### src/rtl/pcs_pkg.sv
package pcs_pkg;

  localparam int unsigned CODE_W    = 4;
  localparam int unsigned RATIO_W   = 6;
  localparam int unsigned LAST_CODE = 14;

  typedef enum logic [2:0] {
    OP_PAD, OP_HI, OP_LO, OP_CMP, OP_NF, OP_VCO, OP_LWV, OP_RATE
  } divOp_e;

  // Strobes from the sequencer to the datapath
  typedef struct packed {
    logic   clear;
    logic   divGo;
    logic   take;
    divOp_e op;
    logic   plLoad;
    logic   plInc;
    logic   mLoad;
    logic   mInc;
    logic   nInc;
  } ctlStrobe_t;

  function automatic logic [RATIO_W-1:0] ratioOf(input logic [CODE_W-1:0] code);
    case (code)
      4'd0:    ratioOf = 6'd1;
      4'd1:    ratioOf = 6'd2;
      4'd2:    ratioOf = 6'd3;
      4'd3:    ratioOf = 6'd4;
      4'd4:    ratioOf = 6'd5;
      4'd5:    ratioOf = 6'd6;
      4'd6:    ratioOf = 6'd8;
      4'd7:    ratioOf = 6'd10;
      4'd8:    ratioOf = 6'd12;
      4'd9:    ratioOf = 6'd16;
      4'd10:   ratioOf = 6'd12;
      4'd11:   ratioOf = 6'd16;
      4'd12:   ratioOf = 6'd20;
      4'd13:   ratioOf = 6'd24;
      4'd14:   ratioOf = 6'd32;
      default: ratioOf = 6'd1;
    endcase
  endfunction

  // Lowest code whose ratio reaches the wanted value; last code otherwise
  function automatic logic [CODE_W-1:0] codeFor(input logic [RATIO_W-1:0] want);
    logic hit;
    hit = 1'b0;
    codeFor = CODE_W'(LAST_CODE);
    for (int c = 0; c < LAST_CODE; c++) begin
      if (!hit && ratioOf(CODE_W'(c)) >= want) begin
        codeFor = CODE_W'(c);
        hit = 1'b1;
      end
    end
  endfunction

endpackage

### src/rtl/pcs_divider.sv
module pcs_divider #(
  parameter int unsigned DW = 48
) (
  input  logic          clk,
  input  logic          rstN,
  input  logic          go,
  input  logic [DW-1:0] dividend,
  input  logic [DW-1:0] divisor,
  output logic          done,
  output logic [DW-1:0] quot,
  output logic [DW-1:0] remd
);
  localparam int unsigned CW = $clog2(DW + 1);

  logic [CW-1:0] cnt;
  logic [DW-1:0] dvsr;
  logic [DW:0]   trial;

  always_comb trial = {remd, quot[DW-1]} - {1'b0, dvsr};

  always_ff @(posedge clk or negedge rstN) begin
    if (!rstN) begin
      cnt  <= '0;
      dvsr <= '0;
      quot <= '0;
      remd <= '0;
      done <= 1'b0;
    end else begin
      done <= 1'b0;
      if (go && cnt == '0) begin
        dvsr <= divisor;
        quot <= dividend;
        remd <= '0;
        cnt  <= CW'(DW);
      end else if (cnt != '0) begin
        if (trial[DW]) begin
          remd <= {remd[DW-2:0], quot[DW-1]};
          quot <= {quot[DW-2:0], 1'b0};
        end else begin
          remd <= trial[DW-1:0];
          quot <= {quot[DW-2:0], 1'b1};
        end
        cnt <= cnt - 1'b1;
        if (cnt == CW'(1)) done <= 1'b1;
      end
    end
  end
endmodule

### src/rtl/pcs_dpath.sv
module pcs_dpath
  import pcs_pkg::*;
#(
  parameter int unsigned FW   = 24,
  parameter int unsigned MW   = 8,
  parameter int unsigned NW   = 8,
  parameter int unsigned RMIN = 1,
  parameter int unsigned RMAX = 32
) (
  input  logic              clk,
  input  logic              rstN,
  input  ctlStrobe_t        s,
  input  logic [FW-1:0]     targetKhz,
  input  logic [FW-1:0]     refKhz,
  input  logic [FW-1:0]     vcoMinKhz,
  input  logic [FW-1:0]     vcoMaxKhz,
  input  logic [FW-1:0]     cmpMinKhz,
  input  logic [FW-1:0]     cmpMaxKhz,
  input  logic [MW-1:0]     mMin,
  input  logic [MW-1:0]     mMax,
  input  logic [NW-1:0]     nMin,
  input  logic [NW-1:0]     nMax,
  output logic              divDone,
  output logic              qLtCmpMin,
  output logic              qGtCmpMax,
  output logic              qGtNMax,
  output logic              qInVco,
  output logic              hitZero,
  output logic              nAboveHi,
  output logic              nBelowMin,
  output logic              nAboveMax,
  output logic              mLast,
  output logic              plLast,
  output logic              plEmpty,
  output logic [MW-1:0]     mOut,
  output logic [NW-1:0]     nOut,
  output logic [CODE_W-1:0] plOut,
  output logic [FW-1:0]     rateKhz,
  output logic              exact
);
  localparam int unsigned DW  = 2 * FW;
  localparam int unsigned NHW = NW + 1;

  logic [DW-1:0]      tgt, refR, pad, vco, vmaxEff, bestDelta, delta;
  logic [DW-1:0]      opA, opB, quot, remd;
  logic [CODE_W-1:0]  hiCode, loCode, pl, bestPl;
  logic [MW-1:0]      m, bestM;
  logic [NHW-1:0]     n, nHi;
  logic [NW-1:0]      bestN;
  logic [RATIO_W-1:0] ratio, bestRatio;
  logic [FW-1:0]      rateR;

  function automatic logic [RATIO_W-1:0] clampRatio(input logic [DW-1:0] q);
    if (q < DW'(RMIN))      clampRatio = RATIO_W'(RMIN);
    else if (q > DW'(RMAX)) clampRatio = RATIO_W'(RMAX);
    else                    clampRatio = q[RATIO_W-1:0];
  endfunction

  always_comb begin
    ratio     = ratioOf(pl);
    bestRatio = ratioOf(bestPl);
    vmaxEff   = (DW'(vcoMaxKhz) > pad) ? DW'(vcoMaxKhz) : pad;
    delta     = (quot >= tgt) ? quot - tgt : tgt - quot;
    unique case (s.op)
      OP_PAD:  begin opA = tgt;                           opB = DW'(50); end
      OP_HI:   begin opA = vmaxEff + pad - 1'b1;          opB = pad; end
      OP_LO:   begin opA = DW'(vcoMinKhz);                opB = pad; end
      OP_CMP:  begin opA = refR;                          opB = DW'(m); end
      OP_NF:   begin opA = tgt * DW'(ratio) * DW'(m);     opB = refR; end
      OP_VCO:  begin opA = refR * DW'(n);                 opB = DW'(m); end
      OP_LWV:  begin opA = vco + DW'(ratio >> 1);         opB = DW'(ratio); end
      default: begin opA = refR * DW'(bestN);             opB = DW'(bestM) * DW'(bestRatio); end
    endcase
  end

  pcs_divider #(.DW(DW)) uDiv (
    .clk(clk), .rstN(rstN), .go(s.divGo),
    .dividend(opA), .divisor(opB),
    .done(divDone), .quot(quot), .remd(remd)
  );

  always_comb begin
    qLtCmpMin = quot < DW'(cmpMinKhz);
    qGtCmpMax = quot > DW'(cmpMaxKhz);
    qGtNMax   = quot > DW'(nMax);
    qInVco    = (quot >= DW'(vcoMinKhz)) && (quot <= vmaxEff);
    hitZero   = (quot == tgt);
    nAboveHi  = n > nHi;
    nBelowMin = n < {1'b0, nMin};
    nAboveMax = n > {1'b0, nMax};
    mLast     = m >= mMax;
    plLast    = pl >= hiCode;
    plEmpty   = loCode > hiCode;
  end

  always_ff @(posedge clk or negedge rstN) begin
    if (!rstN) begin
      tgt <= '0; refR <= '0; pad <= '0; vco <= '0;
      hiCode <= '0; loCode <= '0; pl <= '0; m <= '0; n <= '0; nHi <= '0;
      bestM <= '0; bestN <= '0; bestPl <= '0; bestDelta <= '1; rateR <= '0;
    end else begin
      if (s.clear) begin
        tgt       <= DW'({targetKhz, 1'b0});
        refR      <= DW'(refKhz);
        bestM     <= mMax;
        bestN     <= nMin;
        bestPl    <= CODE_W'(RMIN);
        bestDelta <= '1;
      end
      if (s.take) begin
        unique case (s.op)
          OP_PAD:  pad    <= tgt + quot;
          OP_HI:   hiCode <= codeFor(clampRatio(quot));
          OP_LO:   loCode <= codeFor(clampRatio(quot));
          OP_NF: begin
            n   <= quot[NHW-1:0];
            nHi <= quot[NHW-1:0] + NHW'(remd != '0);
          end
          OP_VCO:  vco <= quot;
          OP_LWV: if (delta < bestDelta) begin
            bestDelta <= delta;
            bestM     <= m;
            bestN     <= n[NW-1:0];
            bestPl    <= pl;
          end
          OP_RATE: rateR <= FW'(quot >> 1);
          default: ;
        endcase
      end
      if (s.plLoad)     pl <= loCode;
      else if (s.plInc) pl <= pl + 1'b1;
      if (s.mLoad)      m <= mMin;
      else if (s.mInc)  m <= m + 1'b1;
      if (s.nInc)       n <= n + 1'b1;
    end
  end

  assign mOut    = bestM;
  assign nOut    = bestN;
  assign plOut   = bestPl;
  assign rateKhz = rateR;
  assign exact   = (bestDelta == '0);
endmodule

### src/rtl/pcs_ctrl.sv
module pcs_ctrl
  import pcs_pkg::*;
(
  input  logic       clk,
  input  logic       rstN,
  input  logic       start,
  input  logic       divDone,
  input  logic       qLtCmpMin,
  input  logic       qGtCmpMax,
  input  logic       qGtNMax,
  input  logic       qInVco,
  input  logic       hitZero,
  input  logic       nAboveHi,
  input  logic       nBelowMin,
  input  logic       nAboveMax,
  input  logic       mLast,
  input  logic       plLast,
  input  logic       plEmpty,
  output ctlStrobe_t s,
  output logic       busy,
  output logic       done
);
  typedef enum logic [3:0] {
    ST_IDLE, ST_PAD, ST_HI, ST_LO, ST_PLSET, ST_CMP, ST_NF, ST_NCHK,
    ST_VCO, ST_LWV, ST_MNEXT, ST_PLNEXT, ST_RATE, ST_DONE
  } state_e;

  state_e state, nxt;
  logic   issued, isDiv, ready;

  always_comb begin
    s     = '0;
    nxt   = state;
    isDiv = 1'b1;
    unique case (state)
      ST_PAD:  s.op = OP_PAD;
      ST_HI:   s.op = OP_HI;
      ST_LO:   s.op = OP_LO;
      ST_CMP:  s.op = OP_CMP;
      ST_NF:   s.op = OP_NF;
      ST_VCO:  s.op = OP_VCO;
      ST_LWV:  s.op = OP_LWV;
      ST_RATE: s.op = OP_RATE;
      default: isDiv = 1'b0;
    endcase
    ready   = isDiv && issued && divDone;
    s.divGo = isDiv && !issued;
    s.take  = ready;
    unique case (state)
      ST_IDLE: if (start) begin s.clear = 1'b1; nxt = ST_PAD; end
      ST_PAD:  if (ready) nxt = ST_HI;
      ST_HI:   if (ready) nxt = ST_LO;
      ST_LO:   if (ready) nxt = ST_PLSET;
      ST_PLSET:
        if (plEmpty) nxt = ST_RATE;
        else begin s.plLoad = 1'b1; s.mLoad = 1'b1; nxt = ST_CMP; end
      ST_CMP: if (ready) begin
        if (qLtCmpMin)      nxt = ST_PLNEXT;
        else if (qGtCmpMax) nxt = ST_MNEXT;
        else                nxt = ST_NF;
      end
      ST_NF: if (ready) nxt = qGtNMax ? ST_PLNEXT : ST_NCHK;
      ST_NCHK:
        if (nAboveHi)       nxt = ST_MNEXT;
        else if (nBelowMin) s.nInc = 1'b1;
        else if (nAboveMax) nxt = ST_MNEXT;
        else                nxt = ST_VCO;
      ST_VCO: if (ready) begin
        if (qInVco) nxt = ST_LWV;
        else begin s.nInc = 1'b1; nxt = ST_NCHK; end
      end
      ST_LWV: if (ready) begin
        if (hitZero) nxt = ST_RATE;
        else begin s.nInc = 1'b1; nxt = ST_NCHK; end
      end
      ST_MNEXT:
        if (mLast) nxt = ST_PLNEXT;
        else begin s.mInc = 1'b1; nxt = ST_CMP; end
      ST_PLNEXT:
        if (plLast) nxt = ST_RATE;
        else begin s.plInc = 1'b1; s.mLoad = 1'b1; nxt = ST_CMP; end
      ST_RATE: if (ready) nxt = ST_DONE;
      default: nxt = ST_IDLE;
    endcase
  end

  always_ff @(posedge clk or negedge rstN) begin
    if (!rstN) begin
      state  <= ST_IDLE;
      issued <= 1'b0;
    end else begin
      state  <= nxt;
      issued <= isDiv && !ready;
    end
  end

  assign busy = (state != ST_IDLE);
  assign done = (state == ST_DONE);
endmodule

### src/rtl/pll_coef_search.sv
module pll_coef_search
  import pcs_pkg::*;
#(
  parameter int unsigned FW   = 24,
  parameter int unsigned MW   = 8,
  parameter int unsigned NW   = 8,
  parameter int unsigned RMIN = 1,
  parameter int unsigned RMAX = 32
) (
  input  logic          clk,
  input  logic          rstN,
  input  logic          start,
  input  logic [FW-1:0] targetKhz,
  input  logic [FW-1:0] refKhz,
  input  logic [FW-1:0] vcoMinKhz,
  input  logic [FW-1:0] vcoMaxKhz,
  input  logic [FW-1:0] cmpMinKhz,
  input  logic [FW-1:0] cmpMaxKhz,
  input  logic [MW-1:0] mMin,
  input  logic [MW-1:0] mMax,
  input  logic [NW-1:0] nMin,
  input  logic [NW-1:0] nMax,
  output logic          busy,
  output logic          done,
  output logic [MW-1:0] mOut,
  output logic [NW-1:0] nOut,
  output logic [3:0]    plOut,
  output logic [FW-1:0] rateKhz,
  output logic          exact
);
  ctlStrobe_t strb;
  logic divDone, qLtCmpMin, qGtCmpMax, qGtNMax, qInVco, hitZero;
  logic nAboveHi, nBelowMin, nAboveMax, mLast, plLast, plEmpty;

  pcs_ctrl uCtrl (
    .clk(clk), .rstN(rstN), .start(start), .divDone(divDone),
    .qLtCmpMin(qLtCmpMin), .qGtCmpMax(qGtCmpMax), .qGtNMax(qGtNMax),
    .qInVco(qInVco), .hitZero(hitZero), .nAboveHi(nAboveHi),
    .nBelowMin(nBelowMin), .nAboveMax(nAboveMax), .mLast(mLast),
    .plLast(plLast), .plEmpty(plEmpty), .s(strb), .busy(busy), .done(done)
  );

  pcs_dpath #(.FW(FW), .MW(MW), .NW(NW), .RMIN(RMIN), .RMAX(RMAX)) uDpath (
    .clk(clk), .rstN(rstN), .s(strb),
    .targetKhz(targetKhz), .refKhz(refKhz),
    .vcoMinKhz(vcoMinKhz), .vcoMaxKhz(vcoMaxKhz),
    .cmpMinKhz(cmpMinKhz), .cmpMaxKhz(cmpMaxKhz),
    .mMin(mMin), .mMax(mMax), .nMin(nMin), .nMax(nMax),
    .divDone(divDone), .qLtCmpMin(qLtCmpMin), .qGtCmpMax(qGtCmpMax),
    .qGtNMax(qGtNMax), .qInVco(qInVco), .hitZero(hitZero),
    .nAboveHi(nAboveHi), .nBelowMin(nBelowMin), .nAboveMax(nAboveMax),
    .mLast(mLast), .plLast(plLast), .plEmpty(plEmpty),
    .mOut(mOut), .nOut(nOut), .plOut(plOut), .rateKhz(rateKhz), .exact(exact)
  );
endmodule

### config.mk
export PLATFORM = sky130hd
export DESIGN_NAME = pll_coef_search
export DESIGN_NICKNAME = d
export VERILOG_FILES = /design/src/rtl/pcs_pkg.sv /design/src/rtl/pcs_divider.sv /design/src/rtl/pcs_dpath.sv /design/src/rtl/pcs_ctrl.sv /design/src/rtl/pll_coef_search.sv
export SDC_FILE = /design/constraint.sdc
export NUM_CORES = 2
export LEC_CHECK = 0
export CAP_MARGIN = 30
export CORE_ASPECT_RATIO = 1.4
export CORE_MARGIN = 3
export CORE_UTILIZATION = 35
export DETAILED_ROUTE_END_ITERATION = 8
export DONT_BUFFER_PORTS = 1
export HOLD_SLACK_MARGIN = 0.03
export PLACE_DENSITY = 0.47
export SYNTH_ARGS = -nofsm -noshare
export SYNTH_HDL_FRONTEND = slang
export SYNTH_HIERARCHICAL = 1
export SYNTH_SLANG_ARGS = --single-unit
### constraint.sdc
create_clock -name clk -period 16.5 [get_ports clk]
set_input_delay 1.65 -clock clk [delete_from_list [all_inputs] [get_ports clk]]
set_output_delay 1.65 -clock clk [all_outputs]
set_load 0.03 [all_outputs]
==> out/metrics.csv <==
stage,metric,value,unit
critical_path,critPathCaptureType,register,
cts,clock-root-buffer,clkbuf_16,
timing,maxSlewViolCount,98,
critical_path,required,17.05,ns
layout,drive_gt1_share,6.43,%
run,drv_cap,0,
critical_path,path_max_fanout,28,
layout,nets,9182,
critical_path,timing.rr.end,uDpath/uDiv/quot[31],
cts,clock_sinks,430,
timing,finalClockSkew,0.0442,ns
critical_path,critPathLaunchType,register,
critical_path,critPathArrivalTime,12.39,ns
synthesis,async_flop_share,100,%
cts,cts_setup_buffers,0,
die,num_rows,186,
cts,clk_path_buf_depth,3,
route,dr.pass1.iters,8,
layout,synthToLayoutAreaGrowth,7.49,%
cts,cts.hold.buffers_added,0,
die,start_util,35.4,%
timing,rsz0062_at_grt,false,
timing,tns,0,ns
synthesis,avgSynthCellArea,8.21,um2
outcome,status,"complete, but fails checks",
cts,cts_tree,built,
timing,setup_viol,0,
route,drt_drc_violations_left,0,
route,routed_wl,283000,um
global_routing,grt_max_degree,431,
cts,htree_levels,2,
die,io_pins,226,
timing,tightest_slew,1.65,ns
synthesis,yosysUniqueCellTypes,97,
synthesis,synthFlopType,dfrtp_1,
global_routing,grt_overflow,0,
critical_path,rrSetupSlack,4.66,ns
die,dieArea,192000,um2
critical_path,crit-reg2reg-launch,uDpath/pl[3],
synthesis,yosysWarnings,6,
synthesis,syn_inst,7947,
critical_path,cp-endpoint,uDpath/uDiv/quot[31],
layout,fillers,19210,
timing,slew_headroom,-10.3,%
timing,finalHoldViolations,0,
outcome,violations,slew limit,
route,vias_per_cell,5.68,
timing,max_freq,84.4,MHz
worst_hold_path,hold_class,register to register,
layout,design_area,70100,um2
placement,dp_hpwl,223000,um
timing,post-route-period-util,71.8,%
global_routing,grt_pass1_vias,59410,
critical_path,max_stage_delay,0.99,ns
die,die_y,517,um
cts,clk_latency,0.74,ns
cts,post_cts_resize_count,0,
route,via_count,58403,
critical_path,cpMaxStageDelayCell,dfrtp_1,
route,wl_per_cell,27.6,um
route,ant_nets,0,
critical_path,r2r_cells,37,
synthesis,syn-cell-area,65300,um2
critical_path,crit_start,uDpath/pl[3],
synthesis,synth-seq-cells,430,
cts,numCtsBuffers,56,
die,coreArea,184000,um2
placement,port_buffers,0,
cts,clkTransAtPathRegs,0.06,ns
synthesis,ys_seq_area_share,16.6,%
global_routing,antenna_found_initial,20,
global_routing,grt_pass1_wl,412000,um
critical_path,crit_type,register to register,
critical_path,crit_top_cell,fa_1,
timing,fin_hold_ws,0.490,ns
route,drtIter0Drc,4234,
timing,min_period,11.84,ns
placement,dpl-instance-area,68000,um2
die,chipWidth,371,um
placement,gp_congestion,0.987,
global_routing,globalRouteTotalUtil,29.2,%
synthesis,synth-edff-count,0,
synthesized netlist by cell type (all sizes together), types with 52 or more instances:
cell type  number  area share (%)
inv          1008             5.8
nand3         162             1.2
o211ai         60            0.69
a211oi         67            0.78
nand2         925             5.3
a21oi         433             3.3
nor3          114            0.89
and2          429             4.1
and3           64            0.62
a31oi          53            0.51
nor4           63            0.63
nor2          331             1.9
nand2b         66            0.63
o21a           56            0.66
xor2          116             1.6
fa            575              18
clkbuf        379             2.2
ha            670              13
a21o          181             2.1
nor2b          52            0.50
dfrtp         382              15
nand4         100            0.98
xnor2         194             2.6
mux2i         163             2.5
mux2           97             1.7
o21ai         547             4.2
critical path, delay by kind of cell (launching register included):
family / cells / cell delay, ns
compound gates: 14 / 3.23
xor+xnor: 1 / 0.55
fa+ha+maj: 9 / 4.22
buf+inv: 6 / 0.92
flops: 1 / 0.99
mux: 1 / 0.13
simple gates: 6 / 1.62
through the flow:
stage | util [%] | worst slack [ns] | instances
after CTS | 38.0 | 4.77 | 10246
after global placement | 36.9 | 4.89 | 10139
after floorplan | - | 6.80 | 7969
final | 38.1 | 4.66 | 10279
after detailed placement | 36.9 | 4.79 | 10141
after global routing | 38.0 | 3.94 | 10257
cell usage in the layout (no fill, tap or decap), types with 116 or more instances in the layout:
| cell | Yosys | final |
|---|---|---|
| dfrtp_1 | 382 | 382 |
| a21oi_1 | 432 | 430 |
| nand2_1 | 925 | 922 |
| fa_1 | 575 | 575 |
| buf_4 | 4 | 147 |
| o21ai_0 | 525 | 524 |
| inv_1 | 1008 | 1008 |
| xor2_1 | 116 | 116 |
| xnor2_1 | 194 | 194 |
| a21o_1 | 180 | 180 |
| and2_1 | 427 | 427 |
| ha_1 | 670 | 670 |
| mux2i_1 | 163 | 163 |
| nand3_1 | 162 | 161 |
| nor2_1 | 331 | 324 |
logic make-up (layout without fill, tap and decap cells):
| group | Yosys count | after routing | synth area share, % |
|---|---|---|---|
| and+or+nand+nor | 2431 | 2431 | 18.3 |
| AOI/OAI and AO/OA | 1831 | 1831 | 17.9 |
| buffers and inverters | 1435 | 1271 | 8.38 |
| adders and majority gates | 1249 | 1249 | 30.5 |
| DFF | 430 | 430 | 16.6 |
| xor gates and xnor gates | 310 | 310 | 4.16 |
| muxes | 260 | 260 | 4.18 |
| other | 1 | 53 | 0.00575 |
worst min-delay path by stage:
stage / startpoint / endpoint / slack (ns) / depth (start not counted)
6_report: uDpath/loCode[0] / uDpath/pl[0] / 0.49 / 2
3_5_place_dp: uDpath/loCode[0] / uDpath/pl[0] / 0.47 / 2
5_1_grt: uDpath/uDiv/dvsr[42] / uDpath/uDiv/dvsr[42] / 0.52 / 1
3_3_place_gp: uDpath/loCode[0] / uDpath/pl[0] / 0.47 / 2
4_1_cts: uDpath/loCode[0] / uDpath/pl[0] / 0.49 / 2
2_1_floorplan: uDpath/loCode[0] / uDpath/pl[0] / 0.45 / 2
state kept, by name, indices dropped and copies added (netlist names), 6 cells and up:
signal,count
uDpath/mOut,8
uDpath/uDiv/remd,48
uDpath/uDiv/cnt,6
uDpath/n,9
uDpath/vco,48
uDpath/nOut,8
uDpath/uDiv/quot,48
uDpath/refR,24
uDpath/uDiv/dvsr,48
uDpath/m,8
uDpath/pad,48
uDpath/bestDelta,48
uDpath/tgt,24
uDpath/rateKhz,24
uDpath/nHi,9
layer usage:
metal | up-vias | GRT usage (%) | routed length (um)
li1 | 26551 | - | -
met1 | 29456 | 36.4 | 117000
met2 | 1900 | 48.9 | 132000
met3 | 488 | 5.33 | 18400
met4 | 8 | 13.5 | 15500
met5 | - | 0 | 46
layout make-up:
cell class	count	area [um2]	share of cell area (%)
Tap cell	2444	3060	4.36
Timing Repair Buffer	152	1160	1.66
Multi-Input combinational cell	6104	49200	70.2
Clock inverter	28	405	0.578
Clock buffer	77	1610	2.30
Antenna cell	30	75.1	0.107
Sequential cell	430	10800	15.4
Inverter	1014	3810	5.43
Power is not shown: default switching activity piles up to over one toggle a cycle in this logic, so the estimate is an artifact.
